[config.mk]
export PLATFORM = sky130hd
export DESIGN_NAME = lsu_endian_align
export DESIGN_NICKNAME = d
export VERILOG_FILES = /design/src/rtl/lsu_pkg.sv /design/src/rtl/lsu_align_chk.sv /design/src/rtl/lsu_lane_steer.sv /design/src/rtl/lsu_load_extract.sv /design/src/rtl/lsu_endian_align.sv
export SDC_FILE = /design/constraint.sdc
export NUM_CORES = 1
export LEC_CHECK = 0
export ABC_AREA = 0
export BUFFER_PORTS_ARGS = -buffer_cell sky130_fd_sc_hd__buf_4
export CAP_MARGIN = 40
export CORE_AREA = 2 2 103 85
export DETAILED_ROUTE_END_ITERATION = 8
export DIE_AREA = 0 0 105 87
export GPL_TIMING_DRIVEN = 0
export MAX_ROUTING_LAYER = met4
export PLACE_DENSITY = 0.83
export SLEW_MARGIN = 20
export SYNTH_ARGS = -nofsm -noshare
export SYNTH_HDL_FRONTEND = slang
export SYNTH_SLANG_ARGS = --single-unit
[constraint.sdc]
create_clock -name clk -period 3.9 [get_ports clk]
set_input_delay 0.78 -clock clk [delete_from_list [all_inputs] [get_ports clk]]
set_output_delay 0.78 -clock clk [all_outputs]
set_load 0.05 [all_outputs]
[src/rtl/lsu_pkg.sv]
package lsu_pkg;

    typedef enum logic [1:0] {
        SZ_BYTE = 2'd0,
        SZ_HALF = 2'd1,
        SZ_WORD = 2'd2,
        SZ_RSVD = 2'd3
    } acc_size_e;

    typedef enum logic [2:0] {
        ST_IDLE      = 3'd0,
        ST_ISSUE     = 3'd1,
        ST_LOAD_RSP  = 3'd2,
        ST_STORE_RSP = 3'd3,
        ST_FAULT_RSP = 3'd4
    } lsu_state_e;

    typedef struct packed {
        acc_size_e size;
        logic      store;
        logic      sext;
        logic      big;
    } req_attr_t;

endpackage

[src/rtl/lsu_align_chk.sv]
module lsu_align_chk
    import lsu_pkg::*;
#(
    parameter int OFF_W = 2
)(
    input  acc_size_e        size,
    input  logic [OFF_W-1:0] off,
    output logic             misaligned
);

    // Legality depends only on the low address bits and the width.
    always_comb begin
        unique case (size)
            SZ_BYTE: misaligned = 1'b0;
            SZ_HALF: misaligned = off[0];
            SZ_WORD: misaligned = |off[1:0];
            SZ_RSVD: misaligned = 1'b1;
        endcase
    end

endmodule

[src/rtl/lsu_lane_steer.sv]
module lsu_lane_steer
    import lsu_pkg::*;
#(
    parameter int DATA_W = 32,
    localparam int LANES = DATA_W / 8,
    localparam int OFF_W = $clog2(LANES)
)(
    input  acc_size_e          size,
    input  logic [OFF_W-1:0]   off,
    input  logic               big,
    input  logic [DATA_W-1:0]  wdata,
    output logic [OFF_W-1:0]   lane_low,
    output logic [LANES-1:0]   be,
    output logic [DATA_W-1:0]  wdata_lanes
);

    logic [OFF_W:0]     nbytes;
    logic [OFF_W:0]     mirrored;
    logic [LANES-1:0]   size_mask;

    always_comb begin
        unique case (size)
            SZ_BYTE: nbytes = (OFF_W+1)'(1);
            SZ_HALF: nbytes = (OFF_W+1)'(2);
            SZ_WORD: nbytes = (OFF_W+1)'(4);
            SZ_RSVD: nbytes = '0;
        endcase
    end

    // Big-endian mirrors the access inside the word: the lowest
    // lane used sits at LANES - nbytes - off instead of at off.
    assign mirrored = (OFF_W+1)'(LANES) - nbytes - {1'b0, off};
    assign lane_low = big ? mirrored[OFF_W-1:0] : off;

    for (genvar l = 0; l < LANES; l++) begin : g_mask
        assign size_mask[l] = ((OFF_W+1)'(l) < nbytes);
    end

    assign be          = size_mask << lane_low;
    assign wdata_lanes = wdata << {lane_low, 3'b000};

endmodule

[src/rtl/lsu_load_extract.sv]
module lsu_load_extract
    import lsu_pkg::*;
#(
    parameter int DATA_W = 32,
    localparam int LANES = DATA_W / 8,
    localparam int OFF_W = $clog2(LANES)
)(
    input  logic [DATA_W-1:0] rdata,
    input  logic [OFF_W-1:0]  lane_low,
    input  acc_size_e         size,
    input  logic              sext,
    output logic [DATA_W-1:0] value
);

    logic [DATA_W-1:0] shifted;
    int unsigned       nbits;
    logic              top_bit;

    assign shifted = rdata >> {lane_low, 3'b000};

    always_comb begin
        unique case (size)
            SZ_BYTE: begin nbits = 8;  top_bit = shifted[7];  end
            SZ_HALF: begin nbits = 16; top_bit = shifted[15]; end
            SZ_WORD: begin nbits = 32; top_bit = shifted[31]; end
            SZ_RSVD: begin nbits = 32; top_bit = 1'b0;        end
        endcase
    end

    always_comb begin
        for (int i = 0; i < DATA_W; i++) begin
            value[i] = (i < int'(nbits)) ? shifted[i] : (sext & top_bit);
        end
    end

endmodule

[src/rtl/lsu_endian_align.sv]
module lsu_endian_align
    import lsu_pkg::*;
#(
    parameter int ADDR_W = 16,
    parameter int DATA_W = 32,
    localparam int LANES   = DATA_W / 8,
    localparam int OFF_W   = $clog2(LANES),
    localparam int WADDR_W = ADDR_W - OFF_W
)(
    input  logic               clk,
    input  logic               rst_n,
    input  logic               req_valid,
    output logic               req_ready,
    input  logic [ADDR_W-1:0]  req_addr,
    input  logic [1:0]         req_size,
    input  logic               req_store,
    input  logic               req_signed,
    input  logic               req_big_endian,
    input  logic [DATA_W-1:0]  req_wdata,
    output logic               rsp_valid,
    output logic               rsp_fault,
    output logic [DATA_W-1:0]  rsp_rdata,
    output logic               mem_en,
    output logic               mem_we,
    output logic [WADDR_W-1:0] mem_addr,
    output logic [LANES-1:0]   mem_be,
    output logic [DATA_W-1:0]  mem_wdata,
    input  logic [DATA_W-1:0]  mem_rdata
);

    lsu_state_e        state_q, state_d;
    logic [ADDR_W-1:0] q_addr;
    req_attr_t         q_attr;
    logic [DATA_W-1:0] q_wdata;

    logic              accept;
    logic              misaligned;
    logic [OFF_W-1:0]  q_off;
    logic [1:0]        q_size;
    logic [OFF_W-1:0]  lane_low;
    logic [LANES-1:0]  lane_be;
    logic [DATA_W-1:0] steered_wdata;
    logic [DATA_W-1:0] load_value;

    assign accept = req_valid && (state_q == ST_IDLE);
    assign q_off  = q_addr[OFF_W-1:0];
    assign q_size = q_attr.size;

    // State register
    always_ff @(posedge clk or negedge rst_n) begin
        if (!rst_n) state_q <= ST_IDLE;
        else        state_q <= state_d;
    end

    // Request capture: everything, byte order included, is frozen here
    always_ff @(posedge clk or negedge rst_n) begin
        if (!rst_n) begin
            q_addr  <= '0;
            q_attr  <= '{size: SZ_BYTE, store: 1'b0, sext: 1'b0, big: 1'b0};
            q_wdata <= '0;
        end else if (accept) begin
            q_addr  <= req_addr;
            q_attr  <= '{size:  acc_size_e'(req_size),
                         store: req_store,
                         sext:  req_signed,
                         big:   req_big_endian};
            q_wdata <= req_wdata;
        end
    end

    lsu_align_chk #(.OFF_W(OFF_W)) u_align (
        .size       (q_attr.size),
        .off        (q_off),
        .misaligned (misaligned)
    );

    lsu_lane_steer #(.DATA_W(DATA_W)) u_steer (
        .size        (q_attr.size),
        .off         (q_off),
        .big         (q_attr.big),
        .wdata       (q_wdata),
        .lane_low    (lane_low),
        .be          (lane_be),
        .wdata_lanes (steered_wdata)
    );

    lsu_load_extract #(.DATA_W(DATA_W)) u_extract (
        .rdata    (mem_rdata),
        .lane_low (lane_low),
        .size     (q_attr.size),
        .sext     (q_attr.sext),
        .value    (load_value)
    );

    // Next-state logic
    always_comb begin
        state_d = state_q;
        unique case (state_q)
            ST_IDLE: begin
                if (req_valid) state_d = ST_ISSUE;
            end
            ST_ISSUE: begin
                if (misaligned)        state_d = ST_FAULT_RSP;
                else if (q_attr.store) state_d = ST_STORE_RSP;
                else                   state_d = ST_LOAD_RSP;
            end
            ST_LOAD_RSP:  state_d = ST_IDLE;
            ST_STORE_RSP: state_d = ST_IDLE;
            ST_FAULT_RSP: state_d = ST_IDLE;
            default:      state_d = ST_IDLE;
        endcase
    end

    // Outputs
    assign mem_addr  = q_addr[ADDR_W-1:OFF_W];
    assign mem_wdata = steered_wdata;

    always_comb begin
        req_ready = 1'b0;
        rsp_valid = 1'b0;
        rsp_fault = 1'b0;
        rsp_rdata = '0;
        mem_en    = 1'b0;
        mem_we    = 1'b0;
        mem_be    = '0;
        unique case (state_q)
            ST_IDLE: req_ready = 1'b1;
            ST_ISSUE: begin
                mem_en = !misaligned;
                mem_we = !misaligned && q_attr.store;
                mem_be = (!misaligned && q_attr.store) ? lane_be : '0;
            end
            ST_LOAD_RSP: begin
                rsp_valid = 1'b1;
                rsp_rdata = load_value;
            end
            ST_STORE_RSP: rsp_valid = 1'b1;
            ST_FAULT_RSP: begin
                rsp_valid = 1'b1;
                rsp_fault = 1'b1;
            end
            default: ;
        endcase
    end

endmodule

---- Yosys cells after proc, flatten, opt, wreduce, memory -nomap -nowiden ----
Index checks and enable logic that the tools add are counted.
Widths: inputs -> output; s select.
word-level totals
  flip-flop bits (word level) ............. 56
operators by class
  reductions and logical operators ........ 8
  add/sub/neg operators ................... 2
  mux-type cells .......................... 49
  shift operators ......................... 3
  equal/unequal tests ..................... 8
  bitwise gates (word level) .............. 1
  magnitude comparators ................... 36
operators by type and width
  cell                 number
  $lt 6x32->1 const A  16
  $lt 5x32->1 const A  8
  $lt 4x32->1 const A  4
  $pmux 32 s3          1
  $lt 3x32->1 const A  2
  $mux 1               38
  $lt 1x32->1 const A  1
  $lt 2x32->1 const A  1
  $mux 32              1
  $shl 32x5->32        1
  $shr 32x5->32        1
  $pmux 3 s4           1
  $mux 4               2
  $pmux 1 s4           2
  $eq 3x2->1 const B   2
  $lt 1x3->1 const A   2
  $lt 2x3->1 const A   2
  $mux 3               2
  $pmux 3 s2           1
  $eq 2x2->1 const B   2
  $reduce_or 2->1      2
  $shl 4x2->4          1
  $eq 3x1->1 const B   1
  $eq 3x3->1 const B   1
  other kinds (11)     12

---- Logic depth before layout (Yosys ltp) ----
  depth in word-level cells ............... 10
  depth in mapped cells ................... 12

---- By module ----
A second synthesis with hierarchy kept.
second synthesis, totals
  cell total of the unflattened synthesis .. 378
  area, all modules ....................... 4026.4 um^2
by module, submodules not included
  module            area each (um^2)  cells each  instances
  lsu_endian_align  2570.0            184         1
  lsu_lane_steer    773.2             88          1
  lsu_load_extract  669.4             103         1
  lsu_align_chk     13.8              3           1

---- Worst setup path before layout ----
Ideal clock, no wire load.
  path kind ............................... reg-to-output
  from .................................... reg q_attr (netlist bit q_size[0])
  to ...................................... out rsp_rdata[1]
  arrival ................................. 3.519 ns
  setup slack ............................. -0.399 ns
  stages on the path, launching flop included .. 11
  path through ............................ dfrtp_1 -> inv_1 -> ha_1 -> clkbuf_1 -> inv_1 -> ha_1 -> mux2i_1 -> buf_2 -> buf_2 -> a211oi_1 -> a211oi_1
between the ends
  word-level cells in the longest chain between the ends .. 10
  elaborated cells on any way between the ends .. 16
ends and longest elaborated chain
  item                                line                                          RTL
  start: declaration                  lsu_endian_align.sv:33                        req_attr_t q_attr;
  start signal: assignment            lsu_endian_align.sv:59                        q_attr <= '{size: SZ_BYTE, store: 1'b0, sext: 1'b0, big: 1'b0};
  start signal: assignment            lsu_endian_align.sv:63                        q_attr <= '{size: acc_size_e'(req_size),
  $eq 2x2->1 (tied with other cells)  lsu_lane_steer.sv:22, lsu_load_extract.sv:22
  $pmux 3 s4                          lsu_lane_steer.sv:22                          unique case (size)
  $sub 1x2->2                         lsu_lane_steer.sv:32                          assign mirrored = (OFF_W+1)'(LANES) - nbytes - {1'b0, off};
  $sub 2x2->2                         lsu_lane_steer.sv:32
  $mux 2                              lsu_lane_steer.sv:33                          assign lane_low = big ? mirrored[OFF_W-1:0] : off;
  $shr 32x5->32                       lsu_load_extract.sv:19                        assign shifted = rdata >> {lane_low, 3'b000};
  $pmux 1 s4                          lsu_load_extract.sv:22                        unique case (size)
  $and 1x1->1                         lsu_load_extract.sv:32                        value[i] = (i < int'(nbits)) ? shifted[i] : (sext & top_bit);
  $mux 1 *                            lsu_load_extract.sv:32
  $mux 32 *                           lsu_endian_align.sv:126                       unique case (state_q)
  end: declaration                    lsu_endian_align.sv:22                        output logic [DATA_W-1:0] rsp_rdata,
Every way passes the cells marked *; elsewhere a longest branch is shown, timed or not. The select of a mux whose other input is x is not followed.

---- Final worst setup path ----
  from .................................... reg q_attr (netlist bit q_size[1])
  to ...................................... out rsp_rdata[14]
Same word-level chain as after synthesis.

==> results.toml <==
[critical_path]
crit_arrival_ns = 3.01
crit_required_ns = 3.12
r2r-start = "state_q[2]$_DFFE_PN0P_"
startpoint = "q_size[1]$_DFFE_PN0P_"
worstPathMaxFanout = 10
cp-end-kind = "output pin"
setup.worst_path.start_class = "register"
critical_path_class = "reg -> out"

[timing]
drv_slew = 0
worstMarginPinSlew_ns = 0.723
finalClockSkew_ns = 0.00946
tns_ns = 0
slew_headroom = 0.518
period_share = 0.973
setup_viol = 0
holdWs_ns = 0.508
min_period_ns = 3.79
fmax_mhz = 264
hold_viol_final = 0

[clock_network]
root_buffer = "clkbuf_8"
htree_levels = 2
clkLatencyLatePin_ns = 0.31
cts_made_buffers = 5
clock-sinks = 56
clkTransAtPathRegs_ns = 0.10
cts_tree = "yes"
cts_hold_buf = 0
clock_path_buffers = 2

[logic_synthesis]
synthArstFlopShare = 1.00
synth_seq_cells = 56
synth_top_cell_area_share = 0.368
yosys-top-cells-area = "dfrtp_1 (37%), mux2_2 (14%), mux2i_1 (11%)"
seq_area_frac_synth = 0.368
yosysUniqueCellTypes = 44
yosysWarnings = 0
yosysMostFrequentCell = "dfrtp_1"
postSynthCellCount = 373
syn_nets = 467
synth-edff-count = 0
avgSynthCellArea_um2 = 10.2
synthFlopType = "dfrtp_1"
yosys.area.top_type = "dfrtp_1"
ys_top_cells_by_count = "dfrtp_1 (56), mux2_2 (49), mux2i_1 (40)"
syn_area_mm2 = 0.00381

[cells_and_area]
regArea_mm2 = 0.00140
area_delta_synth_final_pct = 54.6
antennaDiodeCount = 0
nets = 658
drive_gt1_frac = 0.617
multi_input_area_mm2 = 0.00253
fill_cells = 623

[drt]
post_drt_wl_per_cell_um = 19.2
wl_um = 13000
dr.pass1.iters = 4
vias = 3760
drc = 0
drt.antenna.violating_nets = 0
viasPerCell = 5.56
drt-initial-drc-count = 225

[die]
die_y_um = 87
core_area_mm2 = 0.00818
ios = 175
start_util = 0.466
die_w_um = 105
die_area_mm2 = 0.00914
rows = 30

[place]
gp_congestion = 0.943
dp_hpwl_um = 9610
io_buffers = 174

[grt]
grt_pass1_wl_um = 19800
overflow = 0
grt_usage = 0.285
grt_pass1_vias = 3943
grt_max_degree = 57
antenna_found_initial = 0

[outcome]
status = "finished, final reports clean"

[job]
max_cap_viol_count = 0

[hold_path]
hold_path_class = "in -> async"
routing by layer:
layer | global-route usage | vias to the layer above | part of all wire
li1 | - | 1737 | -
met1 | 0.336 | 1829 | 0.41
met2 | 0.485 | 171 | 0.49
met3 | 0.0524 | 23 | 0.078
met4 | 0.120 | 0 | 0.017
met5 | - | - | 0
flip-flops by register name, indices dropped and copies added (netlist names):
register	cells
q_attr	3
q_addr	16
state_q	3
q_size	2
q_wdata	32
worst paths after layout:
kind / to / cells past startpoint / slack [ns]
setup / recovery: rsp_rdata[14] / 12 / 0.11
hold / removal: q_addr[14]$_DFFE_PN0P_ / 1 / 0.51
setup reg to reg: q_addr[5]$_DFFE_PN0P_ / 5 / 1.88
hold reg to reg: q_addr[3]$_DFFE_PN0P_ / 1 / 0.51
max in group asynchronous: q_wdata[14]$_DFFE_PN0P_ / 1 / 2.90
min in group clk: q_addr[3]$_DFFE_PN0P_ / 1 / 0.51
cells in the final DEF, fill, tap and decap left out, drive strengths merged, types with 2 or more instances in the layout:
cell type,n
or3,2
mux2,50
inv,6
nand2,31
o32ai,8
o21bai,2
clkbuf,13
a211oi,19
dfrtp,56
a311oi,7
o2bb2ai,8
a21oi,13
mux2i,40
nand3,2
nand4,2
nor2,11
nor2b,8
and2,11
clkinvlp,2
buf,217
ha,6
nor3,20
nor4b,2
o21ai,17
worst max-delay path, stage by stage (launching register included):
cell and delay (ns):
dfrtp_1 0.43, inv_2 0.10, ha_4 0.16, clkbuf_8 0.17, clkinvlp_4 0.09, ha_2 0.35
mux2_4 0.23, mux2i_2 0.36, o21ai_2 0.16, a31oi_4 0.22, buf_12 0.15, nor3_2 0.05
buf_4 0.23
through the flow:
step | std cells | instance area [um^2] | util | setup slack [ns]
3_3_place_gp | 659 | 5450 | 0.666 | -0.502
4_1_cts | 672 | 5710 | 0.698 | 0.00373
5_1_grt | 676 | 5890 | 0.720 | -0.0184
6_report | 676 | 5890 | 0.720 | 0.106
2_1_floorplan | 373 | 4010 | - | -0.359
3_5_place_dp | 660 | 5460 | 0.667 | -0.563
kinds of logic after synthesis:
group                      synth area share
adders and majority gates            0.0197
xor gates and xnor gates             0.0102
and+or+nand+nor                       0.127
buffers and inverters                0.0709
DFF                                   0.368
AOI/OAI and AO/OA                     0.151
muxes                                 0.254
cell type report:
type                    count  area share
plain buffers              41      0.0501
clock buffers               5      0.0117
clock inverters             2     0.00212
inverters                   7     0.00510
multi-input cells         269       0.429
flip-flops and latches     56       0.238
well taps                 112      0.0238
repair buffers            184       0.240
what timing repair did:
action,4_1_cts,5_1_grt
setup endpoints to repair,59,58
resized for setup,34,28
setup buffers,5,4
pin swaps,2,3
cloned,0,0
Power is not shown: default switching activity piles up to over one toggle a cycle in this logic, so the estimate is an artifact.
